$ cat config.mk
export PLATFORM = sky130hd
export DESIGN_NAME = ide_strobe_timer
export DESIGN_NICKNAME = d
export VERILOG_FILES = /design/src/rtl/ide_strobe_timer.sv
export SDC_FILE = /design/constraint.sdc
export NUM_CORES = 1
export LEC_CHECK = 0
export ABC_AREA = 0
export BUFFER_PORTS_ARGS = -buffer_cell sky130_fd_sc_hd__clkbuf_2
export CAP_MARGIN = 30
export CORE_AREA = 3 3 134 71
export DETAILED_ROUTE_END_ITERATION = 8
export DIE_AREA = 0 0 137 74
export PLACE_DENSITY = 0.59
export SLEW_MARGIN = 20
export SYNTH_ARGS = -nofsm -noshare
export SYNTH_HDL_FRONTEND = slang
export SYNTH_SLANG_ARGS = --single-unit
$ cat constraint.sdc
create_clock -name clk -period 9.2 [get_ports clk]
set_input_delay 0 -clock clk [delete_from_list [all_inputs] [get_ports clk]]
set_output_delay 0 -clock clk [all_outputs]
set_load 0.02 [all_outputs]
$ cat src/rtl/ide_strobe_timer.sv
module ide_strobe_timer #(
  parameter int TICK_NS = 30,
  parameter int PIO_REC = 4,
  parameter int DMA_REC = 1,
  parameter int CW      = 7
) (
  input  logic        clk,
  input  logic        rst_n,
  input  logic        cfg_we,
  input  logic        cfg_drive,
  input  logic        cfg_pio_en,
  input  logic [2:0]  cfg_pio_mode,
  input  logic        cfg_dma_en,
  input  logic [1:0]  cfg_dma_mode,
  input  logic        sel_drive,
  input  logic        acc_req,
  input  logic        acc_dma,
  output logic        strobe,
  output logic        busy,
  output logic [31:0] act_word
);

  typedef enum logic [1:0] {IDLE, ACT, REC} phase_t;

  function automatic int ticks(input int ns);
    return (ns + TICK_NS - 1) / TICK_NS;
  endfunction

  function automatic logic [10:0] pio_fields(input logic [2:0] m);
    int c, a, i;
    case (m)
      3'd0:    begin c = ticks(600); a = ticks(180); end
      3'd1:    begin c = ticks(390); a = ticks(150); end
      3'd2:    begin c = ticks(240); a = ticks(105); end
      3'd3:    begin c = ticks(180); a = ticks(90);  end
      default: begin c = ticks(120); a = ticks(75);  end
    endcase
    if (a < 1) a = 1;
    i = c - a - PIO_REC;
    if (i < 1) i = 1;
    return {i[5:0], a[4:0]};
  endfunction

  function automatic logic [9:0] dma_fields(input logic [1:0] m);
    int c, a, i;
    case (m)
      2'd0:    begin c = ticks(480); a = ticks(240); end
      2'd1:    begin c = ticks(165); a = ticks(90);  end
      default: begin c = ticks(120); a = ticks(75);  end
    endcase
    i = c - a - DMA_REC;
    if (i < 1) i = 1;
    return {i[4:0], a[4:0]};
  endfunction

  logic [31:0] words [2];
  logic [31:0] new_word, sel_w, pick;
  logic [4:0]  act_n;
  logic [CW-1:0] act_len, rec_len, cnt;
  logic        kind;
  phase_t      phase;

  assign new_word = {11'd0,
                     cfg_dma_en ? dma_fields(cfg_dma_mode) : 10'd0,
                     cfg_pio_en ? pio_fields(cfg_pio_mode) : 11'd0};

  assign sel_w   = words[sel_drive];
  assign pick    = (sel_w != 0) ? sel_w : ((words[0] != 0) ? words[0] : words[1]);
  assign act_n   = acc_dma ? pick[15:11] : pick[4:0];
  assign act_len = (act_n == 0) ? CW'(1) : CW'(act_n);
  assign rec_len = kind ? CW'(act_word[20:16]) + CW'(DMA_REC)
                        : CW'(act_word[10:5]) + CW'(PIO_REC);

  assign strobe = (phase == ACT);
  assign busy   = (phase != IDLE);

  always_ff @(posedge clk) begin
    if (!rst_n) begin
      words[0] <= '0;
      words[1] <= '0;
      act_word <= '0;
      kind     <= 1'b0;
      cnt      <= '0;
      phase    <= IDLE;
    end else begin
      if (cfg_we) words[cfg_drive] <= new_word;
      case (phase)
        IDLE: if (acc_req) begin
          act_word <= pick;
          kind     <= acc_dma;
          cnt      <= act_len - CW'(1);
          phase    <= ACT;
        end
        ACT: if (cnt == 0) begin
          cnt   <= rec_len - CW'(1);
          phase <= REC;
        end else cnt <= cnt - CW'(1);
        REC: if (cnt == 0) phase <= IDLE;
             else cnt <= cnt - CW'(1);
        default: phase <= IDLE;
      endcase
    end
  end


  start_strobe_chk: assert property (@(posedge clk) disable iff (!rst_n)
    $rose(busy) |-> strobe);


  recovery_follows_chk: assert property (@(posedge clk) disable iff (!rst_n)
    $fell(strobe) |-> busy);


  end_after_recovery_chk: assert property (@(posedge clk) disable iff (!rst_n)
    $fell(busy) |-> !$past(strobe));


  word_frozen_chk: assert property (@(posedge clk) disable iff (!rst_n)
    (busy && $past(busy)) |-> $stable(act_word));


  half_tick_zero_chk: assert property (@(posedge clk) disable iff (!rst_n)
    !act_word[21]);

endmodule

==> reports/summary.txt, run 1 <==
I/O pin cnt: 48
Skew-Pair Late Insertion Delay: 0.29 ns
Slew Viols, Final: 0
RR Startpoint: words[1][19]$_SDFFCE_PN0P_
CTS resizes: 0
Clk pwr share: 20.4%
WP data required: 9.35 ns
Root buf cell: clkbuf_16
Post-synth EDFFs: 30
Area grow syn2layout: 10.0%
Layout cells sized above 1: 13.7%
Leak Pwr: 1.46 nW
Largest net degree at the start of global routing: 20
Fin. Hold Viols: 0
Synthesis Warnings: 0
Post-detail-place hpwl: 5800 um
Global route total overflow: 0
Power per cell area: 248 nW/um2
Post-synth cell types: 63
# DRC: 0
Final net count: 427
Chip width: 137 um
WHS Path Cells: 3
Least-Margin Pin Slew: 0.649 ns
Area of the multi-input gates: 1770 um2
Comb power frac: 41.8%
FF-to-FF setup slack: 6.28 ns
GRT Util Overall: 15.5%
Cell family with most CP delay: simple AND/OR/NAND/NOR gates
Slowest stage delay, CP: 0.51 ns
Critical Path Fanout Max: 5
Total CTS buffers: 5
Routed Antenna Nets: 0
Clock Sinks: 55
Drt initial violations: 113
Worst VDD drop: 0.104 mV
Critical-path cell list: clkbuf_2 > or3b_2 > nor2b_1 > inv_1 > ha_1 > inv_1 > ha_1 > a31oi_1 > inv_1 > a21oi_1 > ha_1 > nor2b_1 > nand4_1 > nor2_1 > ha_1 > nand2b_1 > or3_1 > nor2_1
DRT Pass-1 Iters: 5
Via Count: 2637
Ant. Diodes: 0
Area of the die: 10100 um2
Min Clock Period, post-route: 3.31 ns
Routability Congestion: 0.849
Filler Cell Count: 871
CTS Buffer Depth: 2
Place WS: 5.61 ns
Initial antenna violation count: 0
DR vias/cell: 5.16
Max-cap violations: 0
RSZ-0062 raised after global routing: no
WHS Endpoint: kind$_SDFFE_PN0P_
# Post-CTS Setup Buffers: 0
CP Capture Type: flip-flop
Post-synth top flop: edfxtp_1
Initial core utilization: 39.6%
Sw frac: 40.2%
Die Y: 74 um
Mean area per synthesized cell: 9.20 um2
Final worst slack: 5.89 ns
Critical path class: in -> reg
Post-Syn Instances: 367
First-pass GRT wire length: 12500 um
Hold Crit Class: in -> reg
Pint: 0.000552 W
Worst Path Buf+Inv: 4
Final setup violation count: 0
Worst EP arrival: 3.46 ns
Port Buffers: 32
Worst slew margin: 56.6%
Cell area after layout: 3710 um2
Clk_skew: 0.00771 ns
Sequential area share after synthesis: 41.5%
CTS tree: yes
Slowest-stage cell, CP: or3b_2
Core Region: 8530 um2
Num rows: 24
Clock-pin slew on the worst setup and hold paths: 0.07 ns
Worst reg2reg path depth: 10
Vias in the first global route: 2510
Setup TNS: 0 ns
Critical Path Start Type: primary input
Ys async rst share: 0%
CTS Hold Bufs: 0
Crit-path most repeated cell: ha_1
Clock H-tree levels: 2
Area after DPL: 3570 um2
Net switching power: 0.000371 W
Period utilization: 35.9%
F_max: 0.302 GHz
FF-to-FF End: cnt[4]$_SDFFE_PN0P_
Yosys reg bits: 55
Hold wc startpoint: acc_dma
Reg area: 1400 um2
Sequential power share: 37.7%
Syn Std Cell Area: 3380 um2
WL final: 7590 um
Status: complete, no violations
Fin Hold WS: 0.0661 ns
Routed WL per cell: 14.9 um
-- stage by stage --
| stage | utilization (%) | std cells | total power [W] |
|---|---|---|---|
| after floorplan | - | 383 | 0.000648 |
| after detailed placement | 41.8 | 503 | 0.000739 |
| after global placement | 41.8 | 503 | 0.000738 |
| final | 43.6 | 511 | 0.000923 |
| after global routing | 43.6 | 511 | 0.000992 |
| after CTS | 43.6 | 511 | 0.000929 |
-- kinds of logic (layout without fill, tap and decap cells) --
family | after synthesis | count (layout) | share of synthesized area (%)
xor gates and xnor gates | 12 | 12 | 3.11
buffers and inverters | 51 | 62 | 7.74
and+or+nand+nor | 152 | 152 | 23.5
muxes | 4 | 4 | 1.19
other | 1 | 17 | 0.111
AOI/OAI and AO/OA | 72 | 72 | 15.4
DFF | 55 | 55 | 41.5
adders and majority gates | 20 | 20 | 7.41
-- power by group through the flow --
stage	Clock [W]	Sequential, W	Combinational (W)
after floorplan	0	0.000359	0.000289
after global placement	0	0.000353	0.000385
after detailed placement	0	0.000354	0.000385
after CTS	0.000193	0.000348	0.000387
after global routing	0.000202	0.000354	0.000436
final	0.000189	0.000348	0.000386
-- how the worst max path moves through the flow --
stage	from	slack, ns	to	cells past startpoint
floorplan	cfg_pio_mode[1]	5.98	words[0][6]$_SDFFCE_PN0P_	17
global placement	cfg_pio_mode[1]	5.71	words[0][6]$_SDFFCE_PN0P_	18
detailed placement	cfg_pio_mode[1]	5.61	words[0][6]$_SDFFCE_PN0P_	18
CTS	cfg_pio_mode[1]	5.90	words[0][6]$_SDFFCE_PN0P_	18
global route	cfg_pio_mode[1]	5.64	words[0][8]$_SDFFCE_PN0P_	18
finish	cfg_pio_mode[1]	5.89	words[0][8]$_SDFFCE_PN0P_	18
-- cells in the mapped netlist, drive strengths merged (10+ instances only) --
cell type	instances	share of area, %
nor2	53	5.9
o21ai	10	1.5
edfxtp	30	27
inv	20	2.2
nor3	19	2.8
a221oi	13	3.4
dfxtp	25	15
nand2	26	3.0
buf	21	4.4
ha	20	7.4
a21oi	13	1.9
nand3	11	1.8
-- layout make-up --
class,count,area share (%)
well taps,117,3.94
clock inverters,2,0.472
inverters,21,2.12
multi-input cells,277,47.8
flip-flops and latches,55,37.7
repair buffers,33,4.51
clock buffers,6,3.47
-- cells in the final DEF, fill, tap and decap left out, types with 4 or more instances in the layout --
cell type	synthesis	layout
nor2_1	53	53
clkbuf_2	0	32
edfxtp_1	30	30
nand2_1	25	25
dfxtp_1	25	25
inv_1	20	20
ha_1	20	20
nor3_1	19	19
conb_1	1	17
a21oi_1	13	13
a221oi_1	13	13
nand3_1	10	10
xnor2_1	9	9
o21ai_0	8	8
nor2b_1	6	6
a31oi_1	5	5
nand4_1	5	5
clkbuf_16	0	5
and2_1	4	4
nor3b_1	4	4
mux2i_1	4	4
o22ai_1	4	4
-- per-layer routing --
layer,global-route usage [%],vias to the layer above,routed length (um)
met1,20.9,1207,3610
met5,0,-,0
met2,26.0,62,3520
met4,3.87,0,71
met3,2.97,8,392
li1,-,1360,-
-- tightest hold or removal path, delay by kind of cell --
kind	cells	cell delay (ns)
compound gates	1	0.05
buf+inv	1	0.17
simple gates	1	0.09
-- registers in the layout, summed over array words and instances, names as in the netlist --
name / cells
kind: 1
words: 30
cnt: 7
act_word: 15
phase: 2
Note: power is estimated with default switching activity, not from simulation.
==> run 2: changes to the inputs <==
==> constraint.sdc (replaced) <==
create_clock -name clk -period 3.3 [get_ports clk]
set_input_delay 0 -clock clk [delete_from_list [all_inputs] [get_ports clk]]
set_output_delay 0 -clock clk [all_outputs]
set_load 0.02 [all_outputs]
==> run 2 against run 1 <==
  * Clock skew down 0.0044 ns
  * Register-to-register slack worse by 5.9 ns
  * Final cell count up 2.0%
  * Cell area up 2.0%
  * Sequential share of layout area down 0.75 points
  * Utilization up 0.88 points
  * Global-route usage up 0.14 points
  * Via count up 2.0%
  * Critical path type unchanged
  * Largest cell class unchanged
  * Largest power group unchanged
  * Highest routed layer unchanged
==> reports/summary.txt, run 2 (synthesis gave the netlist of run 1 again) <==
Status: complete, no violations
Critical Path Fanout Max: 4 (-1)
Top flop regs: words x30, act_word x15, cnt x7
Fin util: 44.4% (+0.88 points)
Crit-path most repeated cell: ha_1
I/O pin cnt: 48 (unchanged)
Max-cap violations: 0 (unchanged)
Worst Path Buf+Inv: 4 (unchanged)
Skew-Pair Late Insertion Delay: 0.30 ns (about the same)
Most frequent cells in the layout: nor2_1 (53), clkbuf_2 (32), edfxtp_1 (30)
Period utilization: 91.1%
Area after DPL: 3640 um2 (+2.1%)
Clock Sinks: 55 (unchanged)
Final net count: 437 (+2.3%)
Grt met2 use: 25.0% (-1.1 points)
Total CTS buffers: 5 (unchanged)
Port Buffers: 32 (unchanged)
# DRC: 0 (unchanged)
DRT Pass-1 Iters: 4 (-1)
Power per cell area: 683 nW/um2 (+170%)
Area grow syn2layout: 12.2%
Grt met3 use: 3.38% (+0.41 points)
CTS resizes: 0 (unchanged)
CTS Buffer Depth: 2 (unchanged)
Slowest-stage cell, CP: or3b_2
WL final: 7520 um (-0.96%)
Global route total overflow: 0 (unchanged)
Area of the die: 10100 um2 (unchanged)
Root buf cell: clkbuf_16
Post-detail-place hpwl: 5790 um (-0.22%)
Worst VDD drop: 0.229 mV (+120%)
Most Crowded Layer GR: met2
Cell family with most CP delay: simple AND/OR/NAND/NOR gates
First-pass GRT wire length: 12600 um (+0.99%)
Via Count: 2690 (+2.0%)
Top reg by flops: words
CTS Hold Bufs: 0 (unchanged)
WP data required: 3.45 ns (-5.90 ns)
Routed WL per cell: 14.4 um (-2.9%)
Slew Viols, Final: 0 (unchanged)
Least-Margin Pin Slew: 0.670 ns (+0.0210 ns)
Layout cells sized above 1: 15.8% (+2.1 points)
CP Capture Type: flip-flop
Initial core utilization: 39.6% (unchanged)
Min Clock Period, post-route: 3.01 ns
Cell area after layout: 3790 um2 (+2.0%)
Fin. Hold Viols: 0 (unchanged)
Largest net degree at the start of global routing: 20 (unchanged)
DR vias/cell: 5.16 (about the same)
Most common cell after layout, fill and taps aside: nor2_1
Met1 usage: 21.4% (+0.46 points)
Final worst slack: 0.295 ns (-5.60 ns)
Max FFs per register: 30 (unchanged)
Initial antenna violation count: 0 (unchanged)
CTS tree: yes
F_max: 0.333 GHz
Clock H-tree levels: 2 (unchanged)
Slowest stage delay, CP: 0.47 ns (-0.04 ns)
Num rows: 24 (unchanged)
Critical path class: in -> reg
Routability Congestion: 0.886 (+4.3%)
Fin Hold WS: 0.0543 ns (-0.0118 ns)
Worst slew margin: 55.2% (-1.4 points)
Routed Antenna Nets: 0 (unchanged)
Ant. Diodes: 0 (unchanged)
Chip width: 137 um (unchanged)
Core Region: 8530 um2 (unchanged)
Vias in the first global route: 2578 (+2.7%)
Leak Pwr: 1.51 nW (+3.2%)
Critical-path cell list: clkbuf_2 > or3b_2 > nor2b_1 > inv_1 > ha_1 > inv_1 > ha_1 > a31oi_1 > inv_1 > a21oi_1 > ha_1 > nor2b_1 > nand4_1 > nor2_1 > ha_1 > nand2b_1 > or3_1 > nor2_1
Drt initial violations: 148 (+31%)
Worst EP arrival: 3.16 ns (-0.30 ns)
Filler Cell Count: 858 (-1.5%)
GRT Util Overall: 15.6% (+0.14 points)
Overall power: 0.00259 W (+180%)
RSZ-0062 raised after global routing: no
Place WS: -0.0144 ns (-5.63 ns)
Clk_skew: 0.00336 ns (-0.00435 ns)
Hold Crit Class: in -> reg
Clock-pin slew on the worst setup and hold paths: 0.07 ns (about the same)
# Post-CTS Setup Buffers: 0 (unchanged)
Critical Path Start Type: primary input
Die Y: 74 um (unchanged)
Final setup violation count: 0 (unchanged)
## run 2: changes by cell type in the layout (fill, tap and decap cells not counted), sizes merged
cell	before	now
buf	1	11
## run 2: stage by stage
| stage | setup TNS (ns) | cells |
|---|---|---|
| 3_5_place_dp | -0.0144 | 513 |
| 4_1_cts | 0 | 521 |
| 6_report | 0 | 521 |
| 3_3_place_gp | 0 | 513 |
| 5_1_grt | 0 | 521 |
| 2_1_floorplan | 0 | 383 |
## run 2: area by class of cell
cell class / count / area, um2 / share of cell area, %
Multi-Input combinational cell: 277 / 1770 / 46.8
Clock buffer: 6 / 129 / 3.40
Clock inverter: 2 / 17.5 / 0.462
Timing Repair Buffer: 43 / 243 / 6.40
Sequential cell: 55 / 1400 / 37.0
Tap cell: 117 / 146 / 3.86
Inverter: 21 / 78.8 / 2.08
## run 2: worst register-to-register path, cell delays in order, from the launching register on
cell	delay, ns
edfxtp_1	0.51
nor4_1	0.39
a41o_2	0.44
a22oi_1	0.21
a32o_1	0.32
ha_1	0.21
nor2b_1	0.14
nor3b_1	0.16
a311oi_1	0.29
a21oi_1	0.10
## run 2: worst paths after layout
kind | startpoint | to | slack (ns) | cells after the start
hold reg to reg | act_word[2]$_SDFFE_PN0P_ | act_word[2]$_SDFFE_PN0P_ | 0.46 | 2
setup / recovery | cfg_pio_mode[1] | words[0][6]$_SDFFCE_PN0P_ | 0.29 | 18
hold / removal | acc_dma | kind$_SDFFE_PN0P_ | 0.05 | 3
setup reg to reg | words[0][18]$_SDFFCE_PN0P_ | cnt[4]$_SDFFE_PN0P_ | 0.42 | 9
## run 2: routing by layer
| metal | vias to the layer above | part of all wire [%] |
|---|---|---|
| met2 | 50 | 45 |
| met4 | 0 | 1.7 |
| met3 | 11 | 3.8 |
| met5 | - | 0 |
| met1 | 1244 | 50 |
| li1 | 1385 | - |
## run 2: where the power goes
| group | internal, W | switching (W) | total (W) |
|---|---|---|---|
| logic | 0.000426 | 0.000658 | 0.00108 |
| registers | 0.000839 | 0.000129 | 0.000968 |
| clock network | 0.000286 | 0.000249 | 0.000536 |
| total | 0.00155 | 0.00104 | 0.00259 |
